<file path="src/rtl/usb_devstate_pkg.sv">
package usb_devstate_pkg;
  localparam int unsigned REG_W       = 8;
  localparam int unsigned ST_W        = 3;
  localparam int unsigned ST_DEF_BIT  = 0;
  localparam int unsigned ST_ADR_BIT  = 1;
  localparam int unsigned ST_CFG_BIT  = 2;
  localparam int unsigned IC_EN_BIT   = 0;
  localparam int unsigned IC_PEND_BIT = 7;

  typedef enum logic [ST_W-1:0] {
    DS_DEFAULT    = 3'b001,
    DS_ADDRESSED  = 3'b010,
    DS_CONFIGURED = 3'b100
  } dev_state_e;

  typedef enum logic {
    SEL_STATE  = 1'b0,
    SEL_INTCTL = 1'b1
  } reg_sel_e;
endpackage

</file>
<file path="src/rtl/usb_rst_sync.sv">
module usb_rst_sync #(
  parameter int unsigned STAGES = 2
) (
  input  logic clk,
  input  logic rst_n,
  output logic srst_n
);
  localparam int unsigned SW = (STAGES < 2) ? 2 : STAGES;

  logic [SW-1:0] sync_q;
  logic [SW-1:0] sync_d;

  always_comb begin
    sync_d = {sync_q[SW-2:0], 1'b1};
  end

  always_ff @(posedge clk or negedge rst_n) begin
    if (!rst_n) sync_q <= '0;
    else        sync_q <= sync_d;
  end

  assign srst_n = sync_q[SW-1];
endmodule

</file>
<file path="src/rtl/usb_state_reg.sv">
module usb_state_reg
  import usb_devstate_pkg::*;
#(
  parameter int unsigned LOCK_CYCLES = 5
) (
  input  logic            clk,
  input  logic            srst_n,
  input  logic            wr_req,
  input  logic            wr_cfg,
  input  logic            bus_reset,
  output logic [ST_W-1:0] state_o,
  output logic            busy_o
);
  localparam int unsigned CNT_W = $clog2(LOCK_CYCLES + 1);
  localparam logic [CNT_W-1:0] CNT_LOAD = CNT_W'(LOCK_CYCLES);

  logic             cfg_q, cfg_d;
  logic             adr_q, adr_d;
  logic             st_en;
  logic [CNT_W-1:0] cnt_q, cnt_d;
  logic             cnt_en;
  logic             accept;

  assign busy_o = (cnt_q != '0);
  assign accept = wr_req & ~busy_o;

  // next-state: bus reset dominates, an accepted write picks from bit 2 only
  always_comb begin
    st_en = bus_reset | accept;
    cfg_d = cfg_q;
    adr_d = adr_q;
    if (bus_reset) begin
      cfg_d = 1'b0;
      adr_d = 1'b0;
    end else if (accept) begin
      cfg_d = wr_cfg;
      adr_d = ~wr_cfg;
    end
  end

  always_comb begin
    cnt_en = accept | busy_o;
    if (accept) cnt_d = CNT_LOAD;
    else        cnt_d = cnt_q - 1'b1;
  end

  always_ff @(posedge clk or negedge srst_n) begin
    if (!srst_n) begin
      cfg_q <= 1'b0;
      adr_q <= 1'b0;
    end else if (st_en) begin
      cfg_q <= cfg_d;
      adr_q <= adr_d;
    end
  end

  always_ff @(posedge clk or negedge srst_n) begin
    if (!srst_n)     cnt_q <= '0;
    else if (cnt_en) cnt_q <= cnt_d;
  end

  assign state_o[ST_CFG_BIT] = cfg_q;
  assign state_o[ST_ADR_BIT] = adr_q;
  assign state_o[ST_DEF_BIT] = ~(cfg_q | adr_q);

  AST_STATE_ONEHOT: assert property (@(posedge clk) disable iff (!srst_n)
    $onehot(state_o));
  AST_WR_CFG: assert property (@(posedge clk) disable iff (!srst_n)
    accept && !bus_reset && wr_cfg |=> state_o == DS_CONFIGURED);
  AST_WR_ADR: assert property (@(posedge clk) disable iff (!srst_n)
    accept && !bus_reset && !wr_cfg |=> state_o == DS_ADDRESSED);
  AST_LOCK_START: assert property (@(posedge clk) disable iff (!srst_n)
    wr_req && !busy_o |=> busy_o);
  AST_LOCK_HOLD: assert property (@(posedge clk) disable iff (!srst_n)
    busy_o && !bus_reset |=> $stable(state_o));
  AST_BUSRST_DEF: assert property (@(posedge clk) disable iff (!srst_n)
    bus_reset |=> state_o == DS_DEFAULT);
endmodule

</file>
<file path="src/rtl/usb_stat_irq.sv">
module usb_stat_irq (
  input  logic clk,
  input  logic srst_n,
  input  logic wr_req,
  input  logic wr_en_val,
  input  logic wr_clr,
  input  logic setup,
  input  logic bus_reset,
  input  logic early,
  output logic en_o,
  output logic pend_o
);
  logic en_q, en_d, en_ce;
  logic pend_q, pend_d, pend_ce;
  logic pend_set;

  assign pend_set = en_q & early;

  always_comb begin
    en_ce = setup | wr_req;
    en_d  = setup ? 1'b0 : wr_en_val;
  end

  always_comb begin
    pend_ce = bus_reset | pend_set | (wr_req & wr_clr);
    if (bus_reset)     pend_d = 1'b0;
    else if (pend_set) pend_d = 1'b1;
    else               pend_d = 1'b0;
  end

  always_ff @(posedge clk or negedge srst_n) begin
    if (!srst_n)    en_q <= 1'b0;
    else if (en_ce) en_q <= en_d;
  end

  always_ff @(posedge clk or negedge srst_n) begin
    if (!srst_n)      pend_q <= 1'b0;
    else if (pend_ce) pend_q <= pend_d;
  end

  assign en_o   = en_q;
  assign pend_o = pend_q;

  AST_EN_WRITE: assert property (@(posedge clk) disable iff (!srst_n)
    wr_req && !setup |=> en_o == $past(wr_en_val));
  AST_SETUP_DISARM: assert property (@(posedge clk) disable iff (!srst_n)
    setup |=> !en_o);
  AST_PEND_SET: assert property (@(posedge clk) disable iff (!srst_n)
    en_o && early && !bus_reset |=> pend_o);
  AST_PEND_CLR: assert property (@(posedge clk) disable iff (!srst_n)
    wr_req && wr_clr && !(en_o && early) |=> !pend_o);
  AST_BUSRST_PEND: assert property (@(posedge clk) disable iff (!srst_n)
    bus_reset |=> !pend_o);
endmodule

</file>
<file path="src/rtl/usb_devstate_ctl.sv">
module usb_devstate_ctl
  import usb_devstate_pkg::*;
#(
  parameter int unsigned LOCK_CYCLES = 5,
  parameter int unsigned SYNC_STAGES = 2
) (
  input  logic             clk,
  input  logic             rst_n,
  input  logic             bus_addr,
  input  logic             bus_wr,
  input  logic [REG_W-1:0] bus_wdata,
  output logic [REG_W-1:0] bus_rdata,
  input  logic             ev_setup,
  input  logic             ev_bus_reset,
  input  logic             ev_status_early,
  output logic [ST_W-1:0]  dev_state,
  output logic             wr_busy,
  output logic             irq
);
  logic srst_n;
  logic wr_state, wr_intctl;
  logic int_en, int_pend;
  logic [ST_W-1:0] st;

  assign wr_state  = bus_wr & (reg_sel_e'(bus_addr) == SEL_STATE);
  assign wr_intctl = bus_wr & (reg_sel_e'(bus_addr) == SEL_INTCTL);

  usb_rst_sync #(.STAGES(SYNC_STAGES)) u_rst_sync (
    .clk    (clk),
    .rst_n  (rst_n),
    .srst_n (srst_n)
  );

  usb_state_reg #(.LOCK_CYCLES(LOCK_CYCLES)) u_state_reg (
    .clk       (clk),
    .srst_n    (srst_n),
    .wr_req    (wr_state),
    .wr_cfg    (bus_wdata[ST_CFG_BIT]),
    .bus_reset (ev_bus_reset),
    .state_o   (st),
    .busy_o    (wr_busy)
  );

  usb_stat_irq u_stat_irq (
    .clk       (clk),
    .srst_n    (srst_n),
    .wr_req    (wr_intctl),
    .wr_en_val (bus_wdata[IC_EN_BIT]),
    .wr_clr    (bus_wdata[IC_PEND_BIT]),
    .setup     (ev_setup),
    .bus_reset (ev_bus_reset),
    .early     (ev_status_early),
    .en_o      (int_en),
    .pend_o    (int_pend)
  );

  always_comb begin
    bus_rdata = '0;
    if (reg_sel_e'(bus_addr) == SEL_STATE) begin
      bus_rdata[ST_W-1:0] = st;
    end else begin
      bus_rdata[IC_EN_BIT]   = int_en;
      bus_rdata[IC_PEND_BIT] = int_pend;
    end
  end

  assign dev_state = st;
  assign irq       = int_pend;

  AST_IRQ_MIRROR: assert property (@(posedge clk) disable iff (!srst_n)
    bus_addr |-> bus_rdata[IC_PEND_BIT] == irq);
  AST_RD_UPPER_ZERO: assert property (@(posedge clk) disable iff (!srst_n)
    !bus_addr |-> bus_rdata[REG_W-1:ST_W] == '0);
endmodule

</file>
<file path="config.mk">
export PLATFORM = sky130hd
export DESIGN_NAME = usb_devstate_ctl
export DESIGN_NICKNAME = d
export VERILOG_FILES = /design/src/rtl/usb_devstate_pkg.sv /design/src/rtl/usb_rst_sync.sv /design/src/rtl/usb_state_reg.sv /design/src/rtl/usb_stat_irq.sv /design/src/rtl/usb_devstate_ctl.sv
export SDC_FILE = /design/constraint.sdc
export NUM_CORES = 1
export LEC_CHECK = 0
export CORE_AREA = 2 2 39 41
export CTS_BUF_LIST = sky130_fd_sc_hd__clkbuf_4 sky130_fd_sc_hd__clkbuf_8 sky130_fd_sc_hd__clkbuf_16
export DETAILED_ROUTE_END_ITERATION = 12
export DIE_AREA = 0 0 41 43
export HOLD_SLACK_MARGIN = 0.06
export PLACE_DENSITY = 0.79
export SKIP_LAST_GASP = 1
export SYNTH_ARGS = -nofsm -noshare
export SYNTH_HDL_FRONTEND = slang
export SYNTH_SLANG_ARGS = --single-unit
</file>
<file path="constraint.sdc">
create_clock -name clk -period 1.2 [get_ports clk]
set_input_delay 0.12 -clock clk [delete_from_list [all_inputs] [get_ports clk]]
set_output_delay 0.12 -clock clk [all_outputs]
set_load 0.05 [all_outputs]
</file>
==> results.yml, run 1 <==
finish:
  drive_gt1_share_pct: 56.3
  final_area_um2: 947
  layoutNonFillerInstCount: 96
  num-fill-cells: 95
  final_net_count: 98
  regArea_um2: 228
  diodes: 0
  area_growth_pct: 89.7
  multiInputGateArea_um2: 287
setup_path:
  worst-setup-path-type: "flop to output port"
  worst_setup_path_start_kind: "flop"
  path_max_fanout: 2
  r2r_setup_slack_ps: -50
  endpoint_kind: "output port"
  cp.required_ps: 1080
  cp.arrival_ps: 1170
route:
  wl_met3_um: 94
  drc_errors: 0
  routed_via_density: 4.60
  routed-wl-met2_um: 637
  wire_per_inst_um: 11.6
  drtPass1Iterations: 2
  drt_iter0_drc: 3
  wirelength_mm: 1.12
  num_vias: 442
  antenna_left: 0
  m1WireLength_um: 383
  highest_layer: "met3"
power_and_ir_drop:
  p_total_uw: 1680
  power_density_mw_per_mm2: 1770
  ir_worst_vdd_mv: 1.40
  leakage_uw: 0.000436
floorplan:
  dieWidth_um: 41
  num_rows: 14
  coreArea_mm2: 0.00138
  die_area_mm2: 0.00176
  die_h_um: 43
  start_util_pct: 36.1
  boundaryPins: 28
grt:
  gr-total-overflow: 0
  grt_max_degree: 8
  track_usage_pct: 14.1
  grt_pass1_wl_mm: 1.60
  grt_pass1_vias: 419
  grt_antenna_before_repair: 0
sta:
  worst_slack_ps: -87.5
  finalSetupViolations: 6
  fin_crit_sh_pct: 107
  skew_ps: 0.662
  fmax_mhz: 777
  maxSlewViolCount: 0
  finalCriticalPeriod_ps: 1290
  setup-tns-final_ps: -280
  rsz0062_at_grt: "yes"
  hold_violations: 0
synth:
  synth_top_area_cell: "dfrtp_1"
  yosys_most_used_dff: "dfrtp_1"
  yosysWarnings: 0
  synth.distinct_cells: 22
  synth-compound-area-share_pct: 10.0
  yosys.area_share.xor_xnor_pct: 0
  synth_top_area_share_pct: 45.1
  synthMuxAreaShare_pct: 4.26
  async_flop_share_pct: 100
  yosys.area_share.simple_pct: 21.3
  synth-edff-count: 0
  syn_area_um2: 499
  synth_area_per_cell_um2: 10.4
  synth.ff_latch_count: 9
  synthAdderAreaFrac_pct: 5.01
  yosysSeqAreaShare_pct: 45.1
  syn_inst: 48
  synth_top_family_by_area: "simple AND/OR/NAND/NOR gates"
  synth_area_leaders: "dfrtp_1 45%, buf_4 9.0%, and2b_2 5.3%"
clock_network:
  cts_tree: "yes"
  htree_levels: 1
  cts.sinks: 9
  clock_path_buffers: 2
  clkLatencyLatePin_ps: 250
  root_buffer: "clkbuf_4"
  path_clk_slew_ps: 60
  cts_buffers: 3
placed_design:
  place_ws_ps: -123
  place_inst: 82
  placed_area_um2: 790
  place_congestion: 0.718
  portBuffers: 18
  dp_hpwl_um: 825
job:
  maxCapViolCount: 0
hold_path:
  hold_class: "flop to asynchronous set/reset pin"
outcome:
  outcome: "finished with violations"
  violations: "negative setup slack"
==> area by class of cell <==
type / instances / area share [%]
Sequential cell: 9 / 24.0
Timing Repair Buffer: 32 / 39.6
Multi-Input combinational cell: 33 / 30.3
Clock buffer: 4 / 3.17
Tap cell: 16 / 2.11
Inverter: 2 / 0.793
==> worst max-delay path: stages, from the launching register on <==
cell,delay [ps]
dfrtp_1,390
inv_2,80
ha_4,130
buf_6,100
nand2b_4,60
buf_12,150
==> cell usage after synthesis, types with 2 or more instances <==
master / count
nor2_1: 4
dfrtp_1: 9
nand3_1: 2
conb_1: 2
a21oi_1: 3
and2b_2: 3
nand2_1: 2
inv_1: 2
nand2b_1: 2
ha_1: 2
buf_4: 6
==> report_power, final <==
group | total (uW) | switching, uW | internal, uW
combinational | 1010 | 445 | 560
sequential | 424 | 52.7 | 371
clock | 247 | 96.9 | 150
==> per-stage QoR <==
stage	utilization, %	hold slack (ps)
finish	68.4	106
detailed placement	57.1	109
global route	68.4	133
floorplan	-	-176
CTS	64.2	114
global placement	57.1	106
==> sequential cells by signal, indices dropped and copies added (netlist names) <==
signal             count
u_rst_sync.sync_q      2
u_stat_irq.en_o        1
u_stat_irq.pend_o      1
u_state_reg.adr_q      1
u_state_reg.cfg_q      1
u_state_reg.cnt_q      3
==> layer usage <==
metal  vias up  GRT usage, %
met3         0          6.81
met4         0          6.00
li1        213             -
met5         -             0
met1       210          13.2
met2        19          24.1
==> cells by family after synthesis <==
logic type               Yosys count
AND/OR/NAND/NOR                   17
buffers and inverters              9
flip-flops                         9
AO/OA/AOI/OAI                      7
multiplexers                       2
adder cells (fa/ha/maj)            2
other                              2
==> worst paths after layout <==
path                                      start              endpoint  cells past startpoint
hold / removal             u_rst_sync.sync_q[1]  u_state_reg.cnt_q[0]                      0
setup reg to reg           u_state_reg.cnt_q[0]  u_state_reg.cnt_q[0]                      7
hold reg to reg            u_rst_sync.sync_q[1]  u_state_reg.cnt_q[0]                      0
setup / recovery           u_state_reg.cnt_q[0]               wr_busy                      5
min in group clk           u_rst_sync.sync_q[0]  u_rst_sync.sync_q[1]                      0
max in group asynchronous                 rst_n  u_rst_sync.sync_q[1]                      2
==> what timing repair did <==
item	in CTS	in global routing
setup endpoints to repair	8	9
pin swaps	1	2
endpoints found under the hold margin	2	0
gates cloned	0	0
hold buffers	1	0
setup buffers	6	3
gates resized for setup	7	7
==> cells in the final DEF, fill, tap and decap left out, types with 2 or more instances in the layout <==
| master | count |
|---|---|
| a211oi_2 | 2 |
| a21oi_1 | 3 |
| and2b_2 | 3 |
| buf_12 | 8 |
| buf_4 | 12 |
| clkbuf_4 | 4 |
| clkdlybuf4s50_1 | 8 |
| conb_1 | 5 |
| dfrtp_1 | 7 |
| dfrtp_2 | 2 |
| inv_2 | 2 |
| nand2_1 | 2 |
| nand2b_4 | 2 |
| nand3_1 | 2 |
| nor2_1 | 2 |
(Power assumes the default switching activity.)
==> inputs of run 2 (changes only) <==
--- a/config.mk
+++ b/config.mk
@@ -11,6 +11,7 @@
 export DIE_AREA = 0 0 41 43
 export HOLD_SLACK_MARGIN = 0.06
 export PLACE_DENSITY = 0.79
+export REMOVE_ABC_BUFFERS = 1
 export SKIP_LAST_GASP = 1
 export SYNTH_ARGS = -nofsm -noshare
 export SYNTH_HDL_FRONTEND = slang
==> run 2 against run 1 <==
Compared with the run above:
- wire length grew 11%
- via count shrank 0.23%
- largest cell class unchanged
- non-clock buffer count is the same
- critical endpoint is now bus_rdata[1]
- first-iteration DRC count shrank 33%
- setup slack gained 12 ps
- the run still ends with negative setup slack left
- clock power is essentially flat
- combinational power is essentially flat
- sequential power grew 0.9%
- critical path type unchanged
- global-route usage grew 2.6 points
==> results.yml, run 2 (same netlist as run 1, synthesis figures left out) <==
grt:
  gr-total-overflow: 0
  track_usage_pct: 16.7
  grt_antenna_before_repair: 0
  grt_max_degree: 8
  grt_pass1_wl_mm: 1.89
  grt_pass1_vias: 475
setup_path:
  cp_cell_sequence: "buf_6, and2b_2, buf_12"
  cp.required_ps: 1080
  worst_setup_path_start_kind: "flop"
  critPathBufInv: 2
  cp_slowest_stage_delay_ps: 420
  path_max_fanout: 2
  cp.arrival_ps: 1160
  endpoint_kind: "output port"
  cpLargestDelayFamily: "flip-flops"
  worst-setup-path-type: "flop to output port"
  critPathSlowestCell: "dfrtp_1"
clock_network:
  cts.sinks: 9
  cts_tree: "yes"
  root_buffer: "clkbuf_4"
  cts_buffers: 3
  htree_levels: 1
  clkLatencyLatePin_ps: 250
  clock_path_buffers: 2
  path_clk_slew_ps: 60
route:
  antenna_left: 0
  num_vias: 441
  drc_errors: 0
  drt_iter0_drc: 2
  wire_per_inst_um: 12.8
  routed_via_density: 4.59
  drtPass1Iterations: 2
  wirelength_mm: 1.23
job:
  maxCapViolCount: 0
placed_design:
  dp_hpwl_um: 844
  place_congestion: 0.673
  portBuffers: 18
finish:
  layout_common_cells: "9 x buf_4, 9 x dfrtp_1, 8 x clkdlybuf4s50_1, 8 x buf_12, 5 x conb_1"
  fin_util_pct: 70.2
  final_net_count: 98
  largest_reg_flops: 3
  top_regs: "u_state_reg.cnt_q x3, u_rst_sync.sync_q x2"
  area_growth_pct: 94.5
  drive_gt1_share_pct: 55.0
  diodes: 0
  regMostFlops: "u_state_reg.cnt_q"
sta:
  fmax_mhz: 784
  fin_crit_sh_pct: 106
  rsz0062_at_grt: "yes"
  finalCriticalPeriod_ps: 1280
  finalSetupViolations: 6
  fin_hold_ws_ps: 112
  hold_violations: 0
  skew_ps: 0.608
  maxSlewViolCount: 0
  worst_slack_ps: -75.6
floorplan:
  boundaryPins: 28
  coreArea_mm2: 0.00138
  start_util_pct: 36.1
  die_h_um: 43
  die_area_mm2: 0.00176
  dieWidth_um: 41
  num_rows: 14
hold_path:
  hold_class: "flop to asynchronous set/reset pin"
outcome:
  outcome: "finished with violations"
  violations: "negative setup slack"
power_and_ir_drop:
  power_density_mw_per_mm2: 1710
  ir_worst_vdd_mv: 1.09
  leakage_uw: 0.000439
==> run 2: final timing paths <==
kind / startpoint / end / slack [ps] / cells after the start
max in group asynchronous: rst_n / u_rst_sync.sync_q[1] / 520 / 2
worst min register to register: u_rst_sync.sync_q[1] / u_state_reg.adr_q / 110 / 0
worst max-delay path: u_state_reg.adr_q / bus_rdata[1] / -80 / 3
min in group clk: u_rst_sync.sync_q[0] / u_rst_sync.sync_q[1] / 350 / 0
worst min-delay path: u_rst_sync.sync_q[1] / u_state_reg.adr_q / 110 / 0
worst max register to register: u_state_reg.cnt_q[0] / u_state_reg.cfg_q / -50 / 5
==> run 2: metrics by stage <==
step	cells	power, uW	setup TNS [ps]	cell area [um2]	worst slack (ps)
after floorplan	44	765	-1500	454	-728
after global placement	85	1040	-1040	785	-172
after detailed placement	85	1080	-1200	785	-200
after CTS	95	1520	-320	920	-85.7
after global routing	96	1770	-760	971	-125
final	96	1660	-299	971	-75.6
==> run 2: timing repair <==
item	in CTS	in global routing
hold buffers	1	0
setup buffers	5	1
hold endpoints to repair	2	0
pin swaps	3	5
resized for setup	15	9
gates cloned	0	0
endpoints found under the setup margin	11	12
==> run 2: power by group <==
part           total [uW]  internal [uW]  switching, uW  leakage (uW)
clock                 248            150           98.1     0.0000184
combinational         986            515            470      0.000308
sequential            428            370           57.7      0.000113
==> run 2: area by class of cell <==
cell class | instances | area [um2]
flip-flops and latches | 9 | 225
well taps | 16 | 20.0
repair buffers | 32 | 387
multi-input cells | 33 | 302
fillers | 102 | 413
clock buffers | 4 | 30.0
inverters | 2 | 7.51
==> run 2: layer usage <==
| metal | GRT usage [%] | part of all wire [%] | up-vias |
|---|---|---|---|
| met1 | 13.5 | 34 | 210 |
| met3 | 3.66 | 4.4 | 2 |
| met2 | 30.6 | 59 | 17 |
| met5 | 0 | 0 | - |
| met4 | 12.7 | 2.2 | 0 |
| li1 | - | - | 212 |
